File: src/rtl/pwm_fault_pkg.sv
package pwm_fault_pkg;
   localparam int NUM_FAULTS = 2;
   localparam int FLT_A      = 0;
   localparam int FLT_B      = 1;

   typedef enum logic {
      MODE_LATCHED = 1'b0,
      MODE_CBC     = 1'b1
   } flt_mode_e;
endpackage

File: src/rtl/pwm_flt_sync.sv
module pwm_flt_sync #(
   parameter int   STAGES  = 2,
   parameter logic RST_VAL = 1'b1
) (
   input  logic clk,
   input  logic rst_n,
   input  logic d,
   output logic q
);
   logic [STAGES-1:0] chain_q;

   if (STAGES < 2) begin : g_bad_stages
      $error("pwm_flt_sync: STAGES must be at least 2");
   end

   always_ff @(posedge clk or negedge rst_n) begin
      if (!rst_n) chain_q <= {STAGES{RST_VAL}};
      else        chain_q <= {chain_q[STAGES-2:0], d};
   end

   assign q = chain_q[STAGES-1];
endmodule

File: src/rtl/pwm_flt_channel.sv
module pwm_flt_channel
   import pwm_fault_pkg::*;
#(
   parameter int SYNC_STAGES = 2
) (
   input  logic      clk,
   input  logic      rst_n,
   input  logic      flt_n,
   input  logic      en,
   input  flt_mode_e mode,
   input  logic      clr_req,
   input  logic      period_start,
   output logic      stat,
   output logic      hold,
   output logic      force_now
);
   logic flt_n_s;
   logic flt_low_s;
   logic stat_q;
   logic hold_q;
   logic is_cbc;

   pwm_flt_sync #(.STAGES(SYNC_STAGES), .RST_VAL(1'b1)) u_sync (
      .clk  (clk),
      .rst_n(rst_n),
      .d    (flt_n),
      .q    (flt_n_s)
   );

   assign flt_low_s = ~flt_n_s;
   assign is_cbc    = (mode == MODE_CBC);

   // Status flag: set by the synchronized fault, cleared by software
   // (latched) or at a period start (cycle-by-cycle) once the line is high.
   always_ff @(posedge clk or negedge rst_n) begin
      if (!rst_n)                                   stat_q <= 1'b0;
      else if (!en)                                 stat_q <= 1'b0;
      else if (flt_low_s)                           stat_q <= 1'b1;
      else if (is_cbc ? period_start : clr_req)     stat_q <= 1'b0;
   end

   // Hold state: released only on a period boundary.
   always_ff @(posedge clk or negedge rst_n) begin
      if (!rst_n)                                           hold_q <= 1'b0;
      else if (!en)                                         hold_q <= 1'b0;
      else if (flt_low_s)                                   hold_q <= 1'b1;
      else if (period_start && (is_cbc || !stat_q))         hold_q <= 1'b0;
   end

   assign stat      = stat_q;
   assign hold      = hold_q & en;
   assign force_now = en & ~flt_n;

   p_latched_clr_ignored_r6: assert property (@(posedge clk) disable iff (!rst_n)
      (en && !is_cbc && stat_q && flt_low_s) |=> stat_q);

   p_release_on_boundary_r7: assert property (@(posedge clk) disable iff (!rst_n)
      $fell(hold_q) |-> ($past(period_start) || !$past(en)));

   p_cbc_autoclear_r9: assert property (@(posedge clk) disable iff (!rst_n)
      (en && is_cbc && stat_q && period_start && !flt_low_s) |=> !stat_q);

   p_latched_needs_clear_r8: assert property (@(posedge clk) disable iff (!rst_n)
      (en && !is_cbc && hold_q && stat_q && !clr_req && !flt_low_s) |=> hold_q);
endmodule

File: src/rtl/pwm_pin_stage.sv
module pwm_pin_stage #(
   parameter int NUM_PAIRS = 3
) (
   input  logic [NUM_PAIRS-1:0] pwm_hi_in,
   input  logic [NUM_PAIRS-1:0] pwm_lo_in,
   input  logic                 hi_act_low,
   input  logic                 lo_act_low,
   input  logic                 shut,
   output logic [NUM_PAIRS-1:0] pin_hi,
   output logic [NUM_PAIRS-1:0] pin_lo
);
   for (genvar i = 0; i < NUM_PAIRS; i++) begin : g_pair
      assign pin_hi[i] = (pwm_hi_in[i] & ~shut) ^ hi_act_low;
      assign pin_lo[i] = (pwm_lo_in[i] & ~shut) ^ lo_act_low;
   end
endmodule

File: src/rtl/pwm_fault_guard.sv
module pwm_fault_guard
   import pwm_fault_pkg::*;
#(
   parameter int   NUM_PAIRS   = 3,
   parameter int   SYNC_STAGES = 2,
   parameter logic OE_ON_RESET = 1'b0
) (
   input  logic                   clk,
   input  logic                   rst_n,
   input  logic [NUM_PAIRS-1:0]   pwm_hi_in,
   input  logic [NUM_PAIRS-1:0]   pwm_lo_in,
   input  logic                   period_start,
   input  logic                   hi_act_low,
   input  logic                   lo_act_low,
   input  logic                   flt_a_n,
   input  logic                   flt_b_n,
   input  logic [1:0]             flt_en,
   input  logic [1:0]             flt_cbc,
   input  logic [1:0]             stat_clr,
   input  logic                   oe_wr,
   input  logic [2*NUM_PAIRS-1:0] oe_val,
   output logic [NUM_PAIRS-1:0]   pin_hi,
   output logic [NUM_PAIRS-1:0]   pin_lo,
   output logic [2*NUM_PAIRS-1:0] pin_oe,
   output logic [1:0]             flt_stat
);
   localparam int OE_W = 2 * NUM_PAIRS;
   localparam logic [OE_W-1:0] OE_RST = OE_ON_RESET ? {OE_W{1'b1}} : {OE_W{1'b0}};

   if (NUM_PAIRS < 1 || NUM_PAIRS > 8) begin : g_bad_pairs
      $error("pwm_fault_guard: NUM_PAIRS must be 1..8");
   end
   if (SYNC_STAGES < 2 || SYNC_STAGES > 4) begin : g_bad_sync
      $error("pwm_fault_guard: SYNC_STAGES must be 2..4");
   end

   logic [NUM_FAULTS-1:0] flt_raw_n;
   logic [NUM_FAULTS-1:0] hold_v;
   logic [NUM_FAULTS-1:0] force_v;
   logic [NUM_FAULTS-1:0] stat_v;
   logic                  shut;
   logic [OE_W-1:0]       oe_q;

   assign flt_raw_n[FLT_A] = flt_a_n;
   assign flt_raw_n[FLT_B] = flt_b_n;

   for (genvar f = 0; f < NUM_FAULTS; f++) begin : g_flt
      pwm_flt_channel #(.SYNC_STAGES(SYNC_STAGES)) u_chan (
         .clk         (clk),
         .rst_n       (rst_n),
         .flt_n       (flt_raw_n[f]),
         .en          (flt_en[f]),
         .mode        (flt_mode_e'(flt_cbc[f])),
         .clr_req     (stat_clr[f]),
         .period_start(period_start),
         .stat        (stat_v[f]),
         .hold        (hold_v[f]),
         .force_now   (force_v[f])
      );
   end

   assign shut     = |(hold_v | force_v);
   assign flt_stat = stat_v;

   pwm_pin_stage #(.NUM_PAIRS(NUM_PAIRS)) u_pins (
      .pwm_hi_in (pwm_hi_in),
      .pwm_lo_in (pwm_lo_in),
      .hi_act_low(hi_act_low),
      .lo_act_low(lo_act_low),
      .shut      (shut),
      .pin_hi    (pin_hi),
      .pin_lo    (pin_lo)
   );

   always_ff @(posedge clk or negedge rst_n) begin
      if (!rst_n)     oe_q <= OE_RST;
      else if (oe_wr) oe_q <= oe_val;
   end
   assign pin_oe = oe_q;

   p_async_force_r3: assert property (@(posedge clk) disable iff (!rst_n)
      ((flt_en[FLT_A] && !flt_a_n) || (flt_en[FLT_B] && !flt_b_n)) |->
      (pin_hi == {NUM_PAIRS{hi_act_low}} && pin_lo == {NUM_PAIRS{lo_act_low}}));

   p_any_hold_blocks_r10: assert property (@(posedge clk) disable iff (!rst_n)
      (|hold_v) |-> (pin_hi == {NUM_PAIRS{hi_act_low}} && pin_lo == {NUM_PAIRS{lo_act_low}}));

   p_disabled_quiet_r4: assert property (@(posedge clk) disable iff (!rst_n)
      (flt_en == 2'b00 && $past(flt_en) == 2'b00) |-> (flt_stat == 2'b00));

   p_oe_load_r1: assert property (@(posedge clk) disable iff (!rst_n)
      oe_wr |=> (pin_oe == $past(oe_val)));
endmodule

File: config.mk
export PLATFORM = sky130hd
export DESIGN_NAME = pwm_fault_guard
export DESIGN_NICKNAME = d
export VERILOG_FILES = /design/src/rtl/pwm_fault_pkg.sv /design/src/rtl/pwm_flt_sync.sv /design/src/rtl/pwm_flt_channel.sv /design/src/rtl/pwm_pin_stage.sv /design/src/rtl/pwm_fault_guard.sv
export SDC_FILE = /design/constraint.sdc
export NUM_CORES = 1
export LEC_CHECK = 0
export CORE_MARGIN = 4
export CORE_UTILIZATION = 55
export CTS_CLUSTER_SIZE = 14
export DETAILED_ROUTE_END_ITERATION = 16
export DONT_BUFFER_PORTS = 1
export PLACE_DENSITY_LB_ADDON = 0.25
export REMOVE_ABC_BUFFERS = 1
export SLEW_MARGIN = 20
export SYNTH_ARGS = -nofsm -noshare
export SYNTH_HDL_FRONTEND = slang
export SYNTH_SLANG_ARGS = --single-unit
File: constraint.sdc
create_clock -name clk -period 1.15 [get_ports clk]
set_input_delay 0.115 -clock clk [delete_from_list [all_inputs] [get_ports clk]]
set_output_delay 0.115 -clock clk [all_outputs]
set_load 0.005 [all_outputs]
======== Word-level counts from Yosys, hierarchy flattened ========
Index checks and enable logic that the tools add are counted.
operators by class
  equality and inequality tests ........... 4
  muxes and demuxes ....................... 14
  bitwise operators ....................... 20
  reductions and logical operators ........ 7
operators with widths
  operator            number
  $mux 1              14
  $ne 3x2->1 const B  4
  $and 1x1->1         10
  $xor 1x1->1         6
  $not 1->1           3
  $logic_and 1x1->1   2
  $logic_not 1->1     2
  $logic_or 1x1->1    2
  $or 2x2->2          1
  $reduce_or 2->1     1
word-level totals
  register bits after elaboration ......... 14
  input port bits ......................... 26
  output and inout bits ................... 14
  logic and storage cells ................. 52

======== Logic depth before layout (Yosys ltp) ========
Gate-level depths: netlist of the first run.
  depth after elaboration ................. 7
  mapped depth ............................ 3

======== Cells and area by module ========
From an unflattened synthesis of the first run, not the netlist that was laid out.
second synthesis, totals
  cells, all modules ...................... 52
  area total of the unflattened synthesis .. 643.1 µm²
by module, submodules not included
  module           times used  cells an instance  area an instance (µm²)
  pwm_fault_guard  1           14                 230.2
  pwm_flt_channel  2           11                 105.1
  pwm_flt_sync     2           2                  52.6
  pwm_pin_stage    1           12                 97.6

======== Worst setup path after synthesis of the first run ========
No wires, ideal clock.
  path type ............................... reg2out
  start point ............................. reg g_flt[0].u_chan.hold_q
  end point ............................... out pin_hi[0]
  data arrival time ....................... 1,012 ps
  data required time ...................... 1,035 ps
  slack ................................... 23 ps
  stages on the path, launching flop included .. 4
  buffers on the path ..................... 0
  cell sequence ........................... dfrtp_1 > nand2b_4 > a221oi_1 > xor2_1
between the ends
  longest elaborated chain between the ends .. 6
RTL lines
  what                      line                   text
  start: declaration        pwm_flt_channel.sv:20  logic hold_q;
  start signal: assignment  pwm_flt_channel.sv:44  if (!rst_n) hold_q <= 1'b0;
  start signal: assignment  pwm_flt_channel.sv:45  else if (!en) hold_q <= 1'b0;
  start signal: assignment  pwm_flt_channel.sv:46  else if (flt_low_s) hold_q <= 1'b1;
  $and 1x1->1               pwm_flt_channel.sv:51  assign hold = hold_q & en;
  $or 2x2->2                pwm_fault_guard.sv:62  assign shut = |(hold_v | force_v);
  $reduce_or 2->1           pwm_fault_guard.sv:62
  $not 1->1                 pwm_pin_stage.sv:13    assign pin_hi[i] = (pwm_hi_in[i] & ~shut) ^ hi_act_low;
  $and 1x1->1               pwm_pin_stage.sv:13
  $xor 1x1->1               pwm_pin_stage.sv:13
  end: declaration          pwm_fault_guard.sv:22  output logic [NUM_PAIRS-1:0] pin_hi,
Every way passes these cells.

======== Final worst setup path of the first run ========
  start point ............................. reg g_flt[0].u_chan.hold_q
  end point ............................... out pin_lo[2]
between the ends
  longest elaborated chain between the ends .. 6
RTL lines
  what              line                   text
  $and 1x1->1       pwm_flt_channel.sv:51
  $or 2x2->2        pwm_fault_guard.sv:62
  $reduce_or 2->1   pwm_fault_guard.sv:62
  $not 1->1         pwm_pin_stage.sv:14    assign pin_lo[i] = (pwm_lo_in[i] & ~shut) ^ lo_act_low;
  $and 1x1->1       pwm_pin_stage.sv:14
  $xor 1x1->1       pwm_pin_stage.sv:14
  end: declaration  pwm_fault_guard.sv:23  output logic [NUM_PAIRS-1:0] pin_lo,
Every way passes these cells.

==> results.yml, run 1 <==
floorplanning:
  initial_core_util: 0.581
  dieArea_um2: 2030
  core_area_um2: 1300
  die_y_um: 45.1
  dieWidth_um: 45.1
  pin_count: 40
  rows: 13
clocking:
  htree_num_levels: 1
  cts_tree: "done"
  clk_pin_slew_worst_paths_ns: 0.08
  root_buffer: "clkbuf_4"
  clk_latency_ns: 0.28
  cts.sinks: 14
  cts_made_buffers: 3
  clockBufferDepth: 2
cells_and_area:
  seq_area_um2: 355
  drive_gt1_frac: 0.357
  nFillCells: 77
  diodes: 0
  instances_no_fill: 85
  areaGrowthSynthToFinish_pct: 33.1
  layout.nets: 97
  multi_input_area_um2: 367
  fin_util: 0.773
yosys:
  seq_area_frac_synth: 0.470
  synth.top_cell.area_share: 0.331
  ys.flop_type: "dfrtp_1"
  synthMuxAreaShare: 0.116
  avgSynthCellArea_um2: 13.5
  yosysWarnings: 0
  synth_xor_area_frac: 0.0695
  synth-compound-area-share: 0.123
  synth-async-reset-ratio: 1.00
  synth_top_cells_by_area: "dfrtp_1 33%, dfstp_2 14%, clkinv_8 13%"
  synth.distinct_cells: 15
  syn_area_um2: 756
  synth_simple_gate_area_frac: 0.0629
  synthTopCellsByCount: "10 x dfrtp_1, 6 x a221oi_1, 6 x clkinv_8, 6 x mux2_1, 6 x xor2_1"
  synth_top_cell_by_area: "dfrtp_1"
  synth-seq-cells: 14
  synthCells: 56
  synth_top_family_by_area: "buffers and inverters"
  yosysMostFrequentCell: "dfrtp_1"
  synth_adder_area_share: 0
  synth_edf_count: 0
sta:
  timing.final.crit_period_ns: 1.54
  finalHoldViolations: 0
  finalCritPeriodShare: 1.34
  fin_ws_ns: -0.394
  fin_worst_skew_ns: 0.00209
  worstMarginPinSlew_ns: 0.634
  fmax_ghz: 0.648
  rsz0062_at_grt: "yes"
  setup_violations: 6
  slew_viol_final: 0
  slew_headroom: 0.576
worst_setup_path:
  worstPathRequired_ns: 1.03
  worst-path-max-fanout: 6
  reg2regPathDepth: 3
  critPathCapture: "pin_lo[2]"
  r2r_slack_ns: 0.22
  path_class: "flip-flop to output port"
  reg2reg_from: "g_flt[0].u_chan.stat"
  cp-startpoint: "g_flt[0].u_chan.hold_q"
  arrival_ns: 1.43
  reg2reg_to: "g_flt[0].u_chan.hold_q"
  worst_setup_path_start_kind: "flip-flop"
  end_kind: "output port"
routing:
  num_vias: 493
  firstDrtPassIters: 2
  ant_nets: 0
  vias_per_cell: 5.80
  routedWlPerCell_um: 21.8
  drt_iter0_markers: 2
  drc: 0
  wirelength_mm: 1.85
placed_design:
  dp_hpwl_mm: 1.29
  gp_congestion: 0.755
  io_buffers: 0
  dpl_worst_slack_ns: -0.145
  dp_cells: 68
worst_hold_path:
  min_from: "stat_clr[1]"
  hold_path.class: "primary input to flip-flop"
global_route:
  grt_max_degree: 15
  antenna_found_initial: 0
  grt_pass1_vias: 568
  grt.total_usage: 0.196
  grt_pass1_wl_mm: 2.60
  grt-ovfl-total: 0
status:
  status: "complete, but fails checks"
  violations: "negative setup slack"
power_and_ir_drop:
  total_power_mw: 1.11
  powerDensity_nw_per_um2: 1100
  p_leak_nw: 0.420
  peakVddDrop_v: 0.000762
run:
  drv_cap: 0
## layer usage
layer / track usage / routed length [µm] / vias to the layer above
li1: - / - / 217
met1: 0.156 / 571 / 251
met2: 0.379 / 1150 / 21
met3: 0.0598 / 103 / 4
met4: 0.146 / 31 / 0
met5: 0 / 0 / -
## per-stage QoR
stage               TNS [ns]  hold WS [ns]  area, µm²
floorplan                  0        -0.181        737
global route           -2.59        0.0327       1010
detailed placement    -0.566        -0.180        756
CTS                    -2.19       -0.0350        951
finish                 -2.18        0.0328       1010
global placement      -0.164        -0.180        756
## critical path, stage by stage (launching register included)
cell and delay [ns]:
dfrtp_1 0.39, nand2b_4 0.21, a221oi_4 0.33, xor2_2 0.22
## worst min path at each step
| stage | endpoint | cells past startpoint | slack [ns] |
|---|---|---|---|
| 2_1_floorplan | g_flt[0].u_chan.hold_q | 0 | -0.18 |
| 3_3_place_gp | g_flt[1].u_chan.stat | 0 | -0.18 |
| 3_5_place_dp | g_flt[1].u_chan.stat | 0 | -0.18 |
| 4_1_cts | g_flt[1].u_chan.stat | 1 | -0.03 |
| 5_1_grt | g_flt[0].u_chan.stat | 3 | 0.03 |
| 6_report | g_flt[1].u_chan.stat | 3 | 0.03 |
## cell families after synthesis
| kind of cell | after synthesis |
|---|---|
| flops | 14 |
| compound gates | 12 |
| buf+inv | 10 |
| mux | 8 |
| xor+xnor | 6 |
| simple gates | 6 |
## where the power goes
group	internal (mW)	switching, mW	leakage (nW)	total (mW)
clock	0.193	0.158	0.0210	0.350
combinational	0.110	0.0850	0.236	0.195
sequential	0.535	0.0292	0.163	0.564
## sequential cells by signal, summed over array words and instances (netlist names)
| register | cells |
|---|---|
| pin_oe | 6 |
| g_flt.u_chan.u_sync.chain_q | 4 |
| g_flt.u_chan.hold_q | 2 |
| g_flt.u_chan.stat | 2 |
## placed cells by master (no fill, tap or decap), drive strengths merged, types with 2 or more instances in the layout
master,n
a21boi,4
a221oi,6
clkbuf,4
clkinv,6
dfrtp,10
dfstp,4
dlygate4sd3,12
mux2,6
mux2i,2
nand2,2
nand2b,2
nor2b,2
o21ai,2
xor2,6
## area by class of cell
type,count,area share
Inverter,7,0.101
Sequential cell,14,0.353
Multi-Input combinational cell,32,0.364
Timing Repair Buffer,13,0.127
Clock buffer,4,0.0361
Tap cell,15,0.0187
## what timing repair did
action / in CTS / in global routing
hold buffers: 11 / 1
buffers inserted: 0 / 1
endpoints found under the setup margin: 6 / 6
hold endpoints to repair: 26 / 2
resized for setup: 7 / 4
pin swaps: 9 / 6
Note: power is estimated with default switching activity, not from simulation.
==> run 2, diff against run 1 <==
--- a/config.mk
+++ b/config.mk
@@ -10,6 +10,7 @@
 export CTS_CLUSTER_SIZE = 14
 export DETAILED_ROUTE_END_ITERATION = 16
 export DONT_BUFFER_PORTS = 1
+export GPL_ROUTABILITY_DRIVEN = 0
 export PLACE_DENSITY_LB_ADDON = 0.25
 export REMOVE_ABC_BUFFERS = 1
 export SLEW_MARGIN = 20
==> constraint.sdc (replaced) <==
create_clock -name clk -period 1.15 [get_ports clk]
set_input_delay 0.115 -clock clk [delete_from_list [all_inputs] [get_ports clk]]
set_output_delay 0.115 -clock clk [all_outputs]
set_load 0.05 [all_outputs]
==> run 2 against run 1 <==
The run still ends with negative setup slack left. Clock skew grew 0.0031 ns. Design area grew 6.7%. First-iteration DRC count grew to 8.0 times the previous value. Non-clock buffer count grew 15. Global-route usage grew 4.3 points. Worst setup slack lost 0.20 ns. Die area is the same. Maximum frequency shrank 12%. Utilization grew 5.2 points. Register-to-register slack gained 0.04 ns. Critical path type unchanged. Highest routed layer unchanged.
==> results.yml, run 2 (synthesis gave the netlist of run 1 again) <==
cells_and_area:
  instances_no_fill: 100
  largest_reg_flops: 6
  diodes: 0
  drive_gt1_frac: 0.424
  nFillCells: 71
  final_common_cell: "buf_4"
  design_area_um2: 1070
  final_cell_mix: "15 x buf_4, 13 x dlygate4sd3_1, 10 x dfrtp_1"
  layout.nets: 112
  areaGrowthSynthToFinish_pct: 42.1
placed_design:
  dp_cells: 82
  io_buffers: 0
  dp_hpwl_mm: 1.41
  place_area_um2: 861
clocking:
  clockBufferDepth: 2
  clk_latency_ns: 0.28
  clk_pin_slew_worst_paths_ns: 0.08
  htree_num_levels: 1
  root_buffer: "clkbuf_4"
  cts_tree: "done"
  cts_made_buffers: 3
  cts.sinks: 14
global_route:
  grt_pass1_wl_mm: 3.20
  grt.total_usage: 0.238
  antenna_found_initial: 0
  grt_pass1_vias: 648
  grt-ovfl-total: 0
  grt_max_degree: 15
worst_hold_path:
  min_from: "stat_clr[0]"
  hold_path.class: "primary input to flip-flop"
routing:
  vias_per_cell: 5.81
  firstDrtPassIters: 4
  ant_nets: 0
  drc: 0
  routedWlPerCell_um: 22.4
  wirelength_mm: 2.24
  drt_iter0_markers: 16
  num_vias: 581
worst_setup_path:
  worst-path-max-fanout: 6
  end_kind: "output port"
  path_class: "flip-flop to output port"
  cp_slowest_cell: "dfrtp_1"
  cpLargestDelayFamily: "flip-flops"
  critPathMaxStageDelay_ns: 0.39
  path_cells: "nand2b_4, a221oi_2, xor2_1, buf_4"
  cp-startpoint: "g_flt[0].u_chan.hold_q"
  worstPathRequired_ns: 1.03
  arrival_ns: 1.63
  crit_buf_inv: 1
  worst_setup_path_start_kind: "flip-flop"
  reg2reg_from: "pin_oe[4]"
power_and_ir_drop:
  p_leak_nw: 0.477
  total_power_mw: 1.30
  peakVddDrop_v: 0.000915
  switching_power_mw: 0.466
  pwr-share-seq: 0.429
  powerDensity_nw_per_um2: 1220
  power.internal_mw: 0.839
  pwr-share-comb: 0.349
  p_sw_frac: 0.357
  power_frac_clock: 0.222
floorplanning:
  dieArea_um2: 2030
  rows: 13
  initial_core_util: 0.581
  dieWidth_um: 45.1
  pin_count: 40
  die_y_um: 45.1
  core_area_um2: 1300
sta:
  fin_worst_skew_ns: 0.00517
  fin_ws_ns: -0.597
  timing.final.crit_period_ns: 1.75
  setup_violations: 6
  finalHoldViolations: 0
  finalCritPeriodShare: 1.52
  slew_headroom: 0.597
  fmax_ghz: 0.572
  worstMarginPinSlew_ns: 0.602
  slew_viol_final: 0
  rsz0062_at_grt: "yes"
status:
  violations: "negative setup slack"
  status: "complete, but fails checks"
run:
  drv_cap: 0
## run 2: cell count changes in the layout (fill, tap and decap cells not counted), sizes merged
| cell | before | now |
|---|---|---|
| dlygate4sd3 | 12 | 13 |
| buf | 1 | 15 |
## run 2: power by group through the flow
stage               sequential (mW)  combinational [mW]  clock, mW
global route                  0.565               0.473      0.313
detailed placement            0.566               0.377          0
floorplan                     0.652               0.183          0
CTS                           0.557               0.431      0.287
finish                        0.560               0.455      0.290
global placement              0.562               0.366          0
## run 2: layout make-up
class                   count  area (µm²)  area share
flip-flops and latches     14         355       0.331
multi-input cells          32         329       0.307
repair buffers             28         243       0.226
inverters                   7         101      0.0944
clock buffers               4        26.3      0.0245
well taps                  15        18.8      0.0175
## run 2: timing repair
action,in CTS,in global routing
hold endpoints to repair,25,1
endpoints found under the setup margin,6,6
setup buffers,0,1
hold buffers,11,2
pin swaps,11,2
resized for setup,6,1
## run 2: routing by layer
metal / track usage / vias up / share of wire
met5: 0 / - / 0
met4: 0.105 / 0 / 0.063
met3: 0.108 / 12 / 0.096
met2: 0.455 / 39 / 0.54
met1: 0.206 / 277 / 0.30
li1: - / 253 / -
## run 2: per-stage QoR
stage          setup slack, ns  hold slack [ns]   util  setup TNS [ns]
2_1_floorplan           -0.581           -0.181      -           -3.49
3_3_place_gp            -0.184           -0.180  0.662           -1.09
3_5_place_dp            -0.264           -0.180  0.662           -1.40
4_1_cts                 -0.521         0.000770  0.795           -2.90
5_1_grt                 -0.657           0.0526  0.825           -3.58
6_report                -0.597           0.0335  0.825           -3.26
## run 2: final timing paths
| path | end | slack, ns | cells past startpoint |
|---|---|---|---|
| hold reg to reg | g_flt[0].u_chan.u_sync.chain_q[1] | 0.36 | 0 |
| setup / recovery | pin_lo[0] | -0.60 | 4 |
| max in group asynchronous | g_flt[1].u_chan.hold_q | 0.48 | 1 |
| min in group asynchronous | pin_oe[2] | 0.28 | 1 |
| setup reg to reg | pin_oe[4] | 0.26 | 1 |
| hold / removal | g_flt[0].u_chan.stat | 0.03 | 3 |
==> run 3, diff against run 2 <==
--- a/config.mk
+++ b/config.mk
@@ -5,8 +5,10 @@
 export SDC_FILE = /design/constraint.sdc
 export NUM_CORES = 1
 export LEC_CHECK = 0
+export CELL_PAD_IN_SITES_DETAIL_PLACEMENT = 2
+export CELL_PAD_IN_SITES_GLOBAL_PLACEMENT = 2
 export CORE_MARGIN = 4
-export CORE_UTILIZATION = 55
+export CORE_UTILIZATION = 36
 export CTS_CLUSTER_SIZE = 14
 export DETAILED_ROUTE_END_ITERATION = 16
 export DONT_BUFFER_PORTS = 1
==> run 3 against run 2 <==
The flow still finishes with violations (negative setup slack). Critical path type unchanged. Largest power group unchanged. Design area is 2.1% higher. Worst setup slack improved by 0.040 ns. Flip-flop and latch count stayed put.
==> results.yml, run 3 (synthesis gave the netlist of run 1 again) <==
status:
  status: "complete, but fails checks"
  violations: "negative setup slack"
floorplanning:
  pin_count: 40
  core_area_um2: 1980
  die_y_um: 53.8
  initial_core_util: 0.381
  dieArea_um2: 2900
  dieWidth_um: 53.8
  rows: 16
cells_and_area:
  final_cell_mix: "13 x buf_4, 12 x dlygate4sd3_1, 10 x dfrtp_1"
  final_common_cell: "buf_4"
  design_area_um2: 1100
  drive_gt1_frac: 0.434
  diodes: 0
  layout.nets: 110
  largest_reg_flops: 6
  areaGrowthSynthToFinish_pct: 45.0
routing:
  wirelength_mm: 2.21
  drc: 0
  vias_per_cell: 4.97
  num_vias: 547
  routedWlPerCell_um: 20.1
  firstDrtPassIters: 1
  ant_nets: 0
  drt_iter0_markers: 0
global_route:
  antenna_found_initial: 0
  gr-usage-met3: 0.0443
  grt_pass1_wl_mm: 3.48
  grt.total_usage: 0.182
  top_usage_layer: "met2"
  grt_pass1_vias: 667
  met1_usage: 0.195
  grt-ovfl-total: 0
  gr-usage-met2: 0.329
  grt_max_degree: 15
clocking:
  cts.sinks: 14
  clockBufferDepth: 2
  clk_latency_ns: 0.27
  root_buffer: "clkbuf_4"
  cts_tree: "done"
  cts_made_buffers: 3
  htree_num_levels: 1
  clk_pin_slew_worst_paths_ns: 0.09
worst_setup_path:
  reg2regPathDepth: 3
  reg2reg_to: "g_flt[0].u_chan.hold_q"
  path_cells: "nand2b_4, a221oi_4, xor2_1, buf_4"
  end_kind: "output port"
  crit_buf_inv: 1
  critPathMaxStageDelay_ns: 0.39
  path_class: "flip-flop to output port"
  r2r_slack_ns: 0.18
  worstPathRequired_ns: 1.03
  worst-path-stages: 4
  worst-path-max-fanout: 6
  cp_slowest_cell: "dfrtp_1"
  worst_setup_path_start_kind: "flip-flop"
  cpLargestDelayFamily: "flip-flops"
  arrival_ns: 1.59
  reg2reg_from: "g_flt[0].u_chan.stat"
sta:
  slew_viol_final: 0
  worstMarginPinSlew_ns: 0.615
  fin_worst_skew_ns: 0.00443
  slew_headroom: 0.589
  rsz0062_at_grt: "yes"
  fmax_ghz: 0.586
  fin_ws_ns: -0.557
  setup_violations: 6
  timing.final.crit_period_ns: 1.71
  finalCritPeriodShare: 1.48
  finalHoldViolations: 0
worst_hold_path:
  min_to: "g_flt[0].u_chan.stat"
  hold_depth: 3
  min_from: "stat_clr[0]"
  hold_path.class: "primary input to flip-flop"
placed_design:
  place_area_um2: 876
  io_buffers: 0
  dp_hpwl_mm: 1.46
power_and_ir_drop:
  powerDensity_nw_per_um2: 1240
  p_leak_nw: 0.477
  total_power_mw: 1.36
  peakVddDrop_v: 0.000587
run:
  drv_cap: 0
run 3: cell types whose count changed in the layout (fill, tap and decap cells not counted), sizes merged:
cell	delta
buf	-1
dlygate4sd3	-1
run 3: final cells by class:
cell class                      instances  area [µm²]
Multi-Input combinational cell         32         340
Inverter                                7         101
Tap cell                               27        33.8
Sequential cell                        14         355
Clock buffer                            4        36.3
Fill cell                             181         886
Timing Repair Buffer                   26         229
run 3: metrics by stage:
step	hold slack [ns]	utilization	worst slack (ns)	std cells	setup TNS (ns)
finish	0.0836	0.553	-0.557	110	-3.15
global route	0.0850	0.553	-0.639	110	-3.76
CTS	0.0371	0.551	-0.581	110	-3.25
detailed placement	-0.180	0.442	-0.319	94	-1.54
global placement	-0.180	0.442	-0.207	94	-1.21
floorplan	-0.181	-	-0.581	53	-3.49
run 3: per-layer routing:
| layer | vias up | wire length (µm) |
|---|---|---|
| met5 | - | 0 |
| met4 | 0 | 34 |
| met3 | 2 | 159 |
| met2 | 26 | 1210 |
| met1 | 272 | 805 |
| li1 | 247 | - |
run 3: worst reg2reg max path, stage by stage, from the launching register on:
cell and delay, ns:
dfrtp_1 0.40, nor2b_1 0.14, o21ai_0 0.20, a21boi_1 0.12
run 3: worst max-delay path by stage:
stage,end,from,slack [ns]
after CTS,pin_lo[1],g_flt[0].u_chan.hold_q,-0.58
after floorplan,pin_hi[0],g_flt[0].u_chan.hold_q,-0.58
after global routing,pin_lo[1],g_flt[0].u_chan.hold_q,-0.64
final,pin_lo[1],g_flt[0].u_chan.hold_q,-0.56
after global placement,pin_lo[2],g_flt[0].u_chan.hold_q,-0.21
after detailed placement,pin_lo[1],g_flt[0].u_chan.hold_q,-0.32
run 3: repair_timing:
action,in CTS,in global routing
endpoints found under the hold margin,26,0
hold buffers,12,0
pin swaps,12,4
setup endpoints to repair,6,6
resized for setup,8,1
buffers inserted,0,0
run 3: where the power goes:
part	total, mW	switching (mW)	internal, mW	leakage [nW]
logic	0.454	0.285	0.169	0.293
registers	0.559	0.0233	0.535	0.163
clock network	0.349	0.157	0.192	0.0210
total	1.36	0.465	0.897	0.477
